--- config.mk ---
export PLATFORM = sky130hd
export DESIGN_NAME = form_decoder
export DESIGN_NICKNAME = d
export VERILOG_FILES = /design/src/rtl/fdec_pkg.sv /design/src/rtl/fdec_opclass.sv /design/src/rtl/fdec_form_sel.sv /design/src/rtl/fdec_imm_gen.sv /design/src/rtl/form_decoder.sv
export SDC_FILE = /design/constraint.sdc
export NUM_CORES = 1
export LEC_CHECK = 0
export ABC_CLOCK_PERIOD_IN_PS = 1890
export BUFFER_PORTS_ARGS = -buffer_cell sky130_fd_sc_hd__buf_2
export CORE_MARGIN = 1.5
export CORE_UTILIZATION = 46
export CTS_CLUSTER_DIAMETER = 50
export CTS_CLUSTER_SIZE = 14
export DETAILED_ROUTE_END_ITERATION = 12
export GPL_ROUTABILITY_DRIVEN = 0
export PLACE_DENSITY = 0.78
export REMOVE_ABC_BUFFERS = 1
export SYNTH_ARGS = -nofsm -noshare
export SYNTH_HDL_FRONTEND = slang
export SYNTH_SLANG_ARGS = --single-unit
--- constraint.sdc ---
create_clock -name clk -period 1.89 [get_ports clk]
set_input_delay 0.0945 -clock clk [delete_from_list [all_inputs] [get_ports clk]]
set_output_delay 0.0945 -clock clk [all_outputs]
set_load 0.01 [all_outputs]
--- src/rtl/fdec_pkg.sv ---
package fdec_pkg;

  localparam int HALF_W = 16;
  localparam int OPC_W  = 6;
  localparam int RA_W   = 4;
  localparam int NUM_OPC = 1 << OPC_W;
  localparam int COND_W = 7;

  typedef enum logic [2:0] {
    FORM_SREG   = 3'd0,
    FORM_SIMM   = 3'd1,
    FORM_LIMM16 = 3'd2,
    FORM_LIMM20 = 3'd3,
    FORM_XREG   = 3'd4,
    FORM_XIMM   = 3'd5
  } form_e;

  // first halfword, MSB first
  typedef struct packed {
    logic [RA_W-1:0]  si4;
    logic [RA_W-1:0]  snd;
    logic [OPC_W-1:0] opc;
    logic             kind;   // bit 1
    logic             wide;   // bit 0
  } lo_fields_t;

  // second halfword of the extended form, MSB first
  typedef struct packed {
    logic [RA_W-1:0] dst;
    logic [3:0]      cnd;
    logic [2:0]      code;
    logic            aux;
    logic [3:0]      upd;
  } hi_fields_t;

  function automatic logic form_has_imm(input form_e f);
    return (f == FORM_SIMM) || (f == FORM_LIMM16) ||
           (f == FORM_LIMM20) || (f == FORM_XIMM);
  endfunction

  function automatic logic form_is_ext(input form_e f);
    return (f == FORM_XREG) || (f == FORM_XIMM);
  endfunction

endpackage

--- src/rtl/fdec_opclass.sv ---
module fdec_opclass
  import fdec_pkg::*;
#(
  parameter logic [2:0]         SHIFT_GRP      = 3'b010,
  parameter logic [NUM_OPC-1:0] IMM20_SET      = 64'h0000_0000_0000_0006,
  parameter logic [NUM_OPC-1:0] SHORT_ONLY_SET = 64'hF000_0000_0000_0000,
  parameter logic [NUM_OPC-1:0] NOIMM_SET      = 64'h0000_0F00_0000_0000
) (
  input  logic [OPC_W-1:0] opc,
  output logic             is_shift,
  output logic             is_imm20,
  output logic             is_short_only,
  output logic             is_noimm
);

  logic [NUM_OPC-1:0] hit;

  genvar g;
  generate
    for (g = 0; g < NUM_OPC; g++) begin : g_hit
      assign hit[g] = (opc == OPC_W'(g));
    end
  endgenerate

  assign is_shift      = (opc[OPC_W-1:OPC_W-3] == SHIFT_GRP);
  assign is_imm20      = |(hit & IMM20_SET);
  assign is_short_only = |(hit & SHORT_ONLY_SET);
  assign is_noimm      = |(hit & NOIMM_SET);

endmodule

--- src/rtl/fdec_form_sel.sv ---
module fdec_form_sel
  import fdec_pkg::*;
(
  input  logic  wide,
  input  logic  kind,
  input  logic  aux,
  input  logic  is_imm20,
  input  logic  is_short_only,
  input  logic  is_noimm,
  output form_e form,
  output logic  form_err
);

  always_comb begin
    if (!wide)
      form = kind ? FORM_SIMM : FORM_SREG;
    else if (!kind)
      form = is_imm20 ? FORM_LIMM20 : FORM_LIMM16;
    else
      form = aux ? FORM_XIMM : FORM_XREG;
  end

  assign form_err = (is_short_only && wide) || (is_noimm && form_has_imm(form));

endmodule

--- src/rtl/fdec_imm_gen.sv ---
module fdec_imm_gen
  import fdec_pkg::*;
#(
  parameter int DATA_W = 32
) (
  input  form_e              form,
  input  logic [RA_W-1:0]    si4,
  input  logic [RA_W-1:0]    snd,
  input  logic [HALF_W-1:0]  hi,
  input  logic               is_shift,
  output logic [DATA_W-1:0]  imm
);

  // sign-extend the low w bits of v
  function automatic logic [DATA_W-1:0] ext_s(input logic [19:0] v, input int w);
    logic [DATA_W-1:0] r;
    for (int i = 0; i < DATA_W; i++)
      r[i] = (i < w) ? v[i] : v[w-1];
    return r;
  endfunction

  // zero-extend the low w bits of v
  function automatic logic [DATA_W-1:0] ext_z(input logic [19:0] v, input int w);
    logic [DATA_W-1:0] r;
    for (int i = 0; i < DATA_W; i++)
      r[i] = (i < w) ? v[i] : 1'b0;
    return r;
  endfunction

  always_comb begin
    case (form)
      FORM_SIMM:   imm = is_shift ? ext_z({16'd0, si4}, 4) : ext_s({16'd0, si4}, 4);
      FORM_LIMM16: imm = ext_s({4'd0, hi}, 16);
      FORM_LIMM20: imm = ext_s({snd, hi}, 20);
      FORM_XIMM:   imm = ext_s({14'd0, hi[3:2], si4}, 6);
      default:     imm = '0;
    endcase
  end

endmodule

--- src/rtl/form_decoder.sv ---
module form_decoder
  import fdec_pkg::*;
#(
  parameter int                 DATA_W         = 32,
  parameter logic [2:0]         SHIFT_GRP      = 3'b010,
  parameter logic [NUM_OPC-1:0] IMM20_SET      = 64'h0000_0000_0000_0006,
  parameter logic [NUM_OPC-1:0] SHORT_ONLY_SET = 64'hF000_0000_0000_0000,
  parameter logic [NUM_OPC-1:0] NOIMM_SET      = 64'h0000_0F00_0000_0000
) (
  input  logic              clk,
  input  logic              rst_n,
  input  logic              in_valid,
  input  logic [15:0]       in_lo,
  input  logic [15:0]       in_hi,
  output logic              out_valid,
  output logic [2:0]        out_form,
  output logic [2:0]        out_len,
  output logic [5:0]        out_opc,
  output logic [3:0]        out_src_a,
  output logic [3:0]        out_src_b,
  output logic [3:0]        out_dst,
  output logic              out_use_imm,
  output logic [DATA_W-1:0] out_imm,
  output logic [6:0]        out_cond,
  output logic              out_aux,
  output logic [3:0]        out_upd,
  output logic              out_err
);

  localparam logic [2:0] LEN_SHORT = 3'd2;
  localparam logic [2:0] LEN_LONG  = 3'd4;

  lo_fields_t lf;
  hi_fields_t hf;
  assign lf = lo_fields_t'(in_lo);
  assign hf = hi_fields_t'(in_hi);

  // named internal events
  logic              dec_shift, dec_imm20, dec_short_only, dec_noimm;
  form_e             dec_form;
  logic              dec_err;
  logic [DATA_W-1:0] dec_imm;
  logic [RA_W-1:0]   dec_dst, dec_src_a;
  logic [COND_W-1:0] dec_cond;
  logic [3:0]        dec_upd;
  logic              dec_ext;

  fdec_opclass #(
    .SHIFT_GRP(SHIFT_GRP), .IMM20_SET(IMM20_SET),
    .SHORT_ONLY_SET(SHORT_ONLY_SET), .NOIMM_SET(NOIMM_SET)
  ) u_opclass (
    .opc(lf.opc), .is_shift(dec_shift), .is_imm20(dec_imm20),
    .is_short_only(dec_short_only), .is_noimm(dec_noimm)
  );

  fdec_form_sel u_form_sel (
    .wide(lf.wide), .kind(lf.kind), .aux(hf.aux),
    .is_imm20(dec_imm20), .is_short_only(dec_short_only), .is_noimm(dec_noimm),
    .form(dec_form), .form_err(dec_err)
  );

  fdec_imm_gen #(.DATA_W(DATA_W)) u_imm_gen (
    .form(dec_form), .si4(lf.si4), .snd(lf.snd), .hi(in_hi),
    .is_shift(dec_shift), .imm(dec_imm)
  );

  assign dec_ext = form_is_ext(dec_form);

  always_comb begin
    case (dec_form)
      FORM_SREG, FORM_SIMM:     dec_dst = lf.snd;
      FORM_LIMM16, FORM_LIMM20: dec_dst = lf.si4;
      default:                  dec_dst = hf.dst;
    endcase
  end

  assign dec_src_a = (dec_form == FORM_SREG || dec_form == FORM_XREG) ? lf.si4 : '0;
  assign dec_cond  = dec_ext ? {hf.cnd, hf.code} : '0;

  always_comb begin
    case (dec_form)
      FORM_XREG: dec_upd = hf.upd;
      FORM_XIMM: dec_upd = {2'b00, hf.upd[1:0]};
      default:   dec_upd = '0;
    endcase
  end

  always_ff @(posedge clk) begin
    if (!rst_n) begin
      out_valid   <= 1'b0;
      out_form    <= '0;
      out_len     <= '0;
      out_opc     <= '0;
      out_src_a   <= '0;
      out_src_b   <= '0;
      out_dst     <= '0;
      out_use_imm <= 1'b0;
      out_imm     <= '0;
      out_cond    <= '0;
      out_aux     <= 1'b0;
      out_upd     <= '0;
      out_err     <= 1'b0;
    end else begin
      out_valid <= in_valid;
      if (in_valid) begin
        out_form    <= dec_form;
        out_len     <= lf.wide ? LEN_LONG : LEN_SHORT;
        out_opc     <= lf.opc;
        out_src_a   <= dec_src_a;
        out_src_b   <= lf.snd;
        out_dst     <= dec_dst;
        out_use_imm <= form_has_imm(dec_form);
        out_imm     <= dec_imm;
        out_cond    <= dec_cond;
        out_aux     <= (dec_form == FORM_XIMM);
        out_upd     <= dec_upd;
        out_err     <= dec_err;
      end
    end
  end

endmodule

=== Yosys cells after proc, flatten, opt, wreduce, memory -nomap -nowiden ===
Index checks and enable logic that the tools add are counted.

* Register bits after elaboration: 71
* Input bits: 35

* Eq/ne operators: 16
* Mux-type cells: 12
* Reduce and logical (&&, ||, !) cells: 14

{| class="wikitable"
|+ Operator list
! cell !! number
|-
| $pmux W32 S4 || 1
|-
| $eq A6 B6 Y1 const B || 8
|-
| $mux W32 || 1
|-
| $pmux W4 S2 || 2
|-
| $eq A3 B2 Y1 const B || 3
|-
| $mux W3 || 3
|-
| $reduce_or A4 Y1 || 2
|-
| $mux W7 || 1
|-
| $eq A3 B3 Y1 const B || 2
|-
| $eq A6 B1 Y1 const B || 1
|-
| $eq A6 B2 Y1 const B || 1
|-
| $logic_or A1 B1 Y1 || 6
|-
| $reduce_or A2 Y1 || 3
|-
| $mux W4 || 1
|-
| $eq A3 B1 Y1 const B || 1
|-
| $logic_not A3 Y1 || 1
|-
| $mux W1 || 3
|-
| $logic_and A1 B1 Y1 || 2
|}

=== Logic depth before layout (Yosys ltp) ===
* Word-level depth: 11
* Depth in mapped cells: 6
* Gate-level depth less buffers: 4

=== By module ===
Synthesis repeated with hierarchy kept, for this count alone.

* Cell total of the unflattened synthesis: 303
* Area total of the unflattened synthesis: 3163.0 sq um

{| class="wikitable"
|+ By module, submodules not included
! module !! times used !! cells an instance !! area an instance (sq um) !! seq. area each (sq um)
|-
| form_decoder || 1 || 236 || 2697.6 || 1401.3
|-
| fdec_imm_gen || 1 || 50 || 360.3 || 0.0
|-
| fdec_form_sel || 1 || 9 || 61.3 || 0.0
|-
| fdec_opclass || 1 || 8 || 43.8 || 0.0
|}

=== Worst setup path after synthesis ===
OpenSTA, ideal clock, no wires.

* Path type: input to register
* Start point: input port in_lo[4]
* End point: register out_imm[16]
* Setup time: 0.123 ns
* Arrival time: 1.224 ns
* Path slack: 0.543 ns
* Stages on the path: 4
* Path buffers: 0
* Cell sequence: or4_4 > o211ai_1 > a31oi_1 > a221o_2

* Cells in the longest elaborated chain, start to end: 7
* Elaborated cells between the ends (all ways): 11

{| class="wikitable"
|+ Ends and longest elaborated chain
! what !! line !! RTL
|-
| from (decl) || form_decoder.sv:13 || <nowiki>input logic [15:0] in_lo,</nowiki>
|-
| $eq A6 B1 Y1 / $eq A6 B2 Y1 (equally long branches) || fdec_opclass.sv:21 || <nowiki>assign hit[g] = (opc == OPC_W'(g));</nowiki>
|-
| $reduce_or A2 Y1 * || fdec_opclass.sv:26 || <nowiki>assign is_imm20 = |(hit & IMM20_SET);</nowiki>
|-
| $mux W1 * || fdec_form_sel.sv:18 || <nowiki>form = is_imm20 ? FORM_LIMM20 : FORM_LIMM16;</nowiki>
|-
| $mux W3 * || fdec_form_sel.sv:17 || <nowiki>else if (!kind)</nowiki>
|-
| $mux W3 * || fdec_form_sel.sv:15 || <nowiki>if (!wide)</nowiki>
|-
| $eq A3 B3 Y1 (tied with other cells) || fdec_imm_gen.sv:31 || <nowiki>case (form)</nowiki>
|-
| $pmux W32 S4 * || fdec_imm_gen.sv:31 ||
|-
| to (signal assigned) || form_decoder.sv:113 || <nowiki>out_imm <= dec_imm;</nowiki>
|-
| to (decl) || form_decoder.sv:23 || <nowiki>output logic [DATA_W-1:0] out_imm,</nowiki>
|}

Mark *: on every way between the ends. The rest lies on a longest branch, timed or not.
A chain may end at the register's enable or synchronous reset.

=== Worst setup path after layout ===
Ends and elaborated chain as after synthesis.

==> qor.yml <==
setup_violations: 0
via_per_inst: 5.25
fp.dieH_um: 74.8
synth.avg_cell_area_sq_um: 9.02
fin_area_sq_um: 3060
p_seq_frac: 0.486
critical_path_class: "in -> reg"
tightest_slew_ps: 987
synthSimpleGateAreaFrac: 0.149
ctsResizeCount: 0
postSynth.asyncResetShare: 0
period_needed_ps: 1210
hold_start: "in_hi[8]"
muxShareOfSynthArea: 0.0801
synthAdderAreaFrac: 0
crit_fanout: 4
slew_violations: 0
ys_warn_count: 0
clk_latency_ps: 330
drt_iter0_markers: 153
hold_viol: 0
synthXorXnorAreaFrac: 0.00369
grt.total_usage: 0.231
rr_worst_depth: 1
total_power_mw: 2.69
instances_no_fill: 428
cts_buffers: 9
syn_to_final_growth_pct: 28.7
die-area_sq_um: 5600
tns_ps: 0
vias: 2249
synth.cell_area_sq_um: 2370
antenna_left: 0
port_buffers: 104
cts_tree: "built"
p_switching_mw: 0.720
hold_slack_ps: 13.9
fin_nets: 391
outcome: "completed"
dp_hpwl_mm: 4.41
firstDrtPassIters: 4
fp.dieW_um: 74.8
cts_setup_buffers: 0
r2r-end: "out_imm[30]"
wire_per_inst_um: 14.4
min_path_cells: 3
synth-seq-area-share: 0.489
synth_seq_cells: 58
synth.distinct_cells: 37
synth_top_family_by_area: "compound AO/OA/AOI/OAI gates"
num_antenna_cells: 0
grt_pass1_wl_mm: 9.58
clockPowerShare: 0.377
start_kind: "input port"
cts.sinks: 58
timing.final.crit_share: 0.638
post-place-cells: 412
io_pins: 106
routed_wl_mm: 6.18
intPower_mw: 1.97
reg2reg_from: "out_imm[30]"
cp.required_ps: 2110
ir_drop_v: 0.000811
netlist_instances: 263
core_sq_um: 4850
leakage_nw: 1.54
layout-drive-gt1-share: 0.371
rows: 25
path_clk_slew_ps: 70
crit_path_end_kind: "flop"
htree_levels: 3
gr-total-overflow: 0
postCtsHoldBufs: 0
r2r_slack_ps: 1050
drc: 0
synth_compound_area_frac: 0.197
fin_skew_ps: 0
placed_area_sq_um: 2880
rsz0062_at_grt: "no"
arrival_ps: 1430
min_path_type: "in -> reg"
cap_violations: 0
hold_end: "out_cond[3]"
max_freq_mhz: 829
relSlewSlack: 0.339
pwr-share-comb: 0.137
grt_pass1_vias: 1996
grt_max_degree: 38
synth_enable_flop_cells: 0
cts_buffer_depth: 2
start_util: 0.490
ys_dominant_reg_cell: "dfxtp_1"
antenna_found_initial: 0
clockRootBuffer: "clkbuf_8"
power-per-cell-area_nw_per_um2: 882
p_sw_frac: 0.267
critical path: stages:
cell,delay [ps]
buf_2,120
or4_4,540
o211ai_1,180
a31oi_1,170
a221o_2,320
synthesized netlist by cell type, types with 2 or more instances:
cell type,number,share of area
dfxtp_1,58,0.49
nor2_1,47,0.074
a21oi_1,20,0.042
mux2i_1,19,0.080
nand2_1,15,0.024
buf_4,13,0.041
clkbuf_1,12,0.019
a22oi_1,10,0.032
o21ai_0,10,0.021
a211oi_1,6,0.019
inv_1,5,0.0079
a21o_1,4,0.013
a22o_1,4,0.015
buf_2,4,0.0084
a221o_1,3,0.013
a221oi_1,3,0.011
nand3b_1,3,0.0095
nor3_1,3,0.0063
o211ai_1,3,0.0095
buf_1,2,0.0032
nand4_1,2,0.0053
nor2b_1,2,0.0053
cells by family after synthesis:
group                  count (synthesis)
flip-flops                            58
AO/OA/AOI/OAI                         69
other                                  1
XOR/XNOR                               1
multiplexers                          19
buffers and inverters                 36
AND/OR/NAND/NOR                       79
how the worst max path moves through the flow:
stage          startpoint           to  slack, ps  depth (start not counted)
2_1_floorplan       rst_n  out_imm[16]        330                          3
3_3_place_gp     in_lo[4]  out_imm[16]        380                          5
3_5_place_dp     in_lo[4]  out_imm[16]        340                          5
4_1_cts          in_lo[4]  out_imm[16]        680                          5
5_1_grt          in_lo[4]  out_imm[16]        610                          5
6_report         in_lo[4]  out_imm[16]        680                          5
placed cells by master, fill, tap and decap left out, drive strengths merged, types with 2 or more instances in the layout:
cell	count
a22oi	10
clkbuf	11
a21oi	20
a22o	4
clkinv	5
nor2b	2
a221oi	3
nor3	3
dfxtp	58
a211oi	6
mux2i	19
a221o	4
o211ai	3
a21o	4
nand2	15
buf	113
inv	5
nand3b	3
nand4	2
nor2	48
o21ai	10
registers in the layout (all words and copies together) (netlist names):
name         cells
out_opc          6
out_cond         7
out_dst          4
out_src_b        4
out_upd          4
out_form         3
out_len          2
out_src_a        4
out_err          1
out_valid        1
out_use_imm      1
out_imm         20
out_aux          1
through the flow:
step	utilization	worst slack [ps]
after floorplan	-	335
after global placement	0.593	378
after detailed placement	0.593	341
after CTS	0.630	678
after global routing	0.630	607
final	0.630	684
metal layers:
metal,up-vias,global-route usage,share of wire
li1,1101,-,-
met1,1045,0.307,0.45
met2,92,0.354,0.47
met3,11,0.0428,0.060
met4,0,0.129,0.022
met5,-,0,0
power by group through the flow:
stage / clock [mW] / combinational, mW / sequential (mW)
3_3_place_gp: 0 / 0.363 / 1.33
2_1_floorplan: 0 / 0.143 / 1.37
3_5_place_dp: 0 / 0.370 / 1.33
4_1_cts: 1.03 / 0.370 / 1.31
5_1_grt: 1.08 / 0.410 / 1.32
6_report: 1.01 / 0.370 / 1.31
final cells by class:
class	instances	area, sq um
Inverter	5	18.8
Clock inverter	5	28.8
Clock buffer	11	151
Tap cell	67	83.8
Timing Repair Buffer	113	588
Fill cell	418	1790
Sequential cell	58	1160
Multi-Input combinational cell	169	1020
No activity file was read; power rests on OpenSTA's default activity.
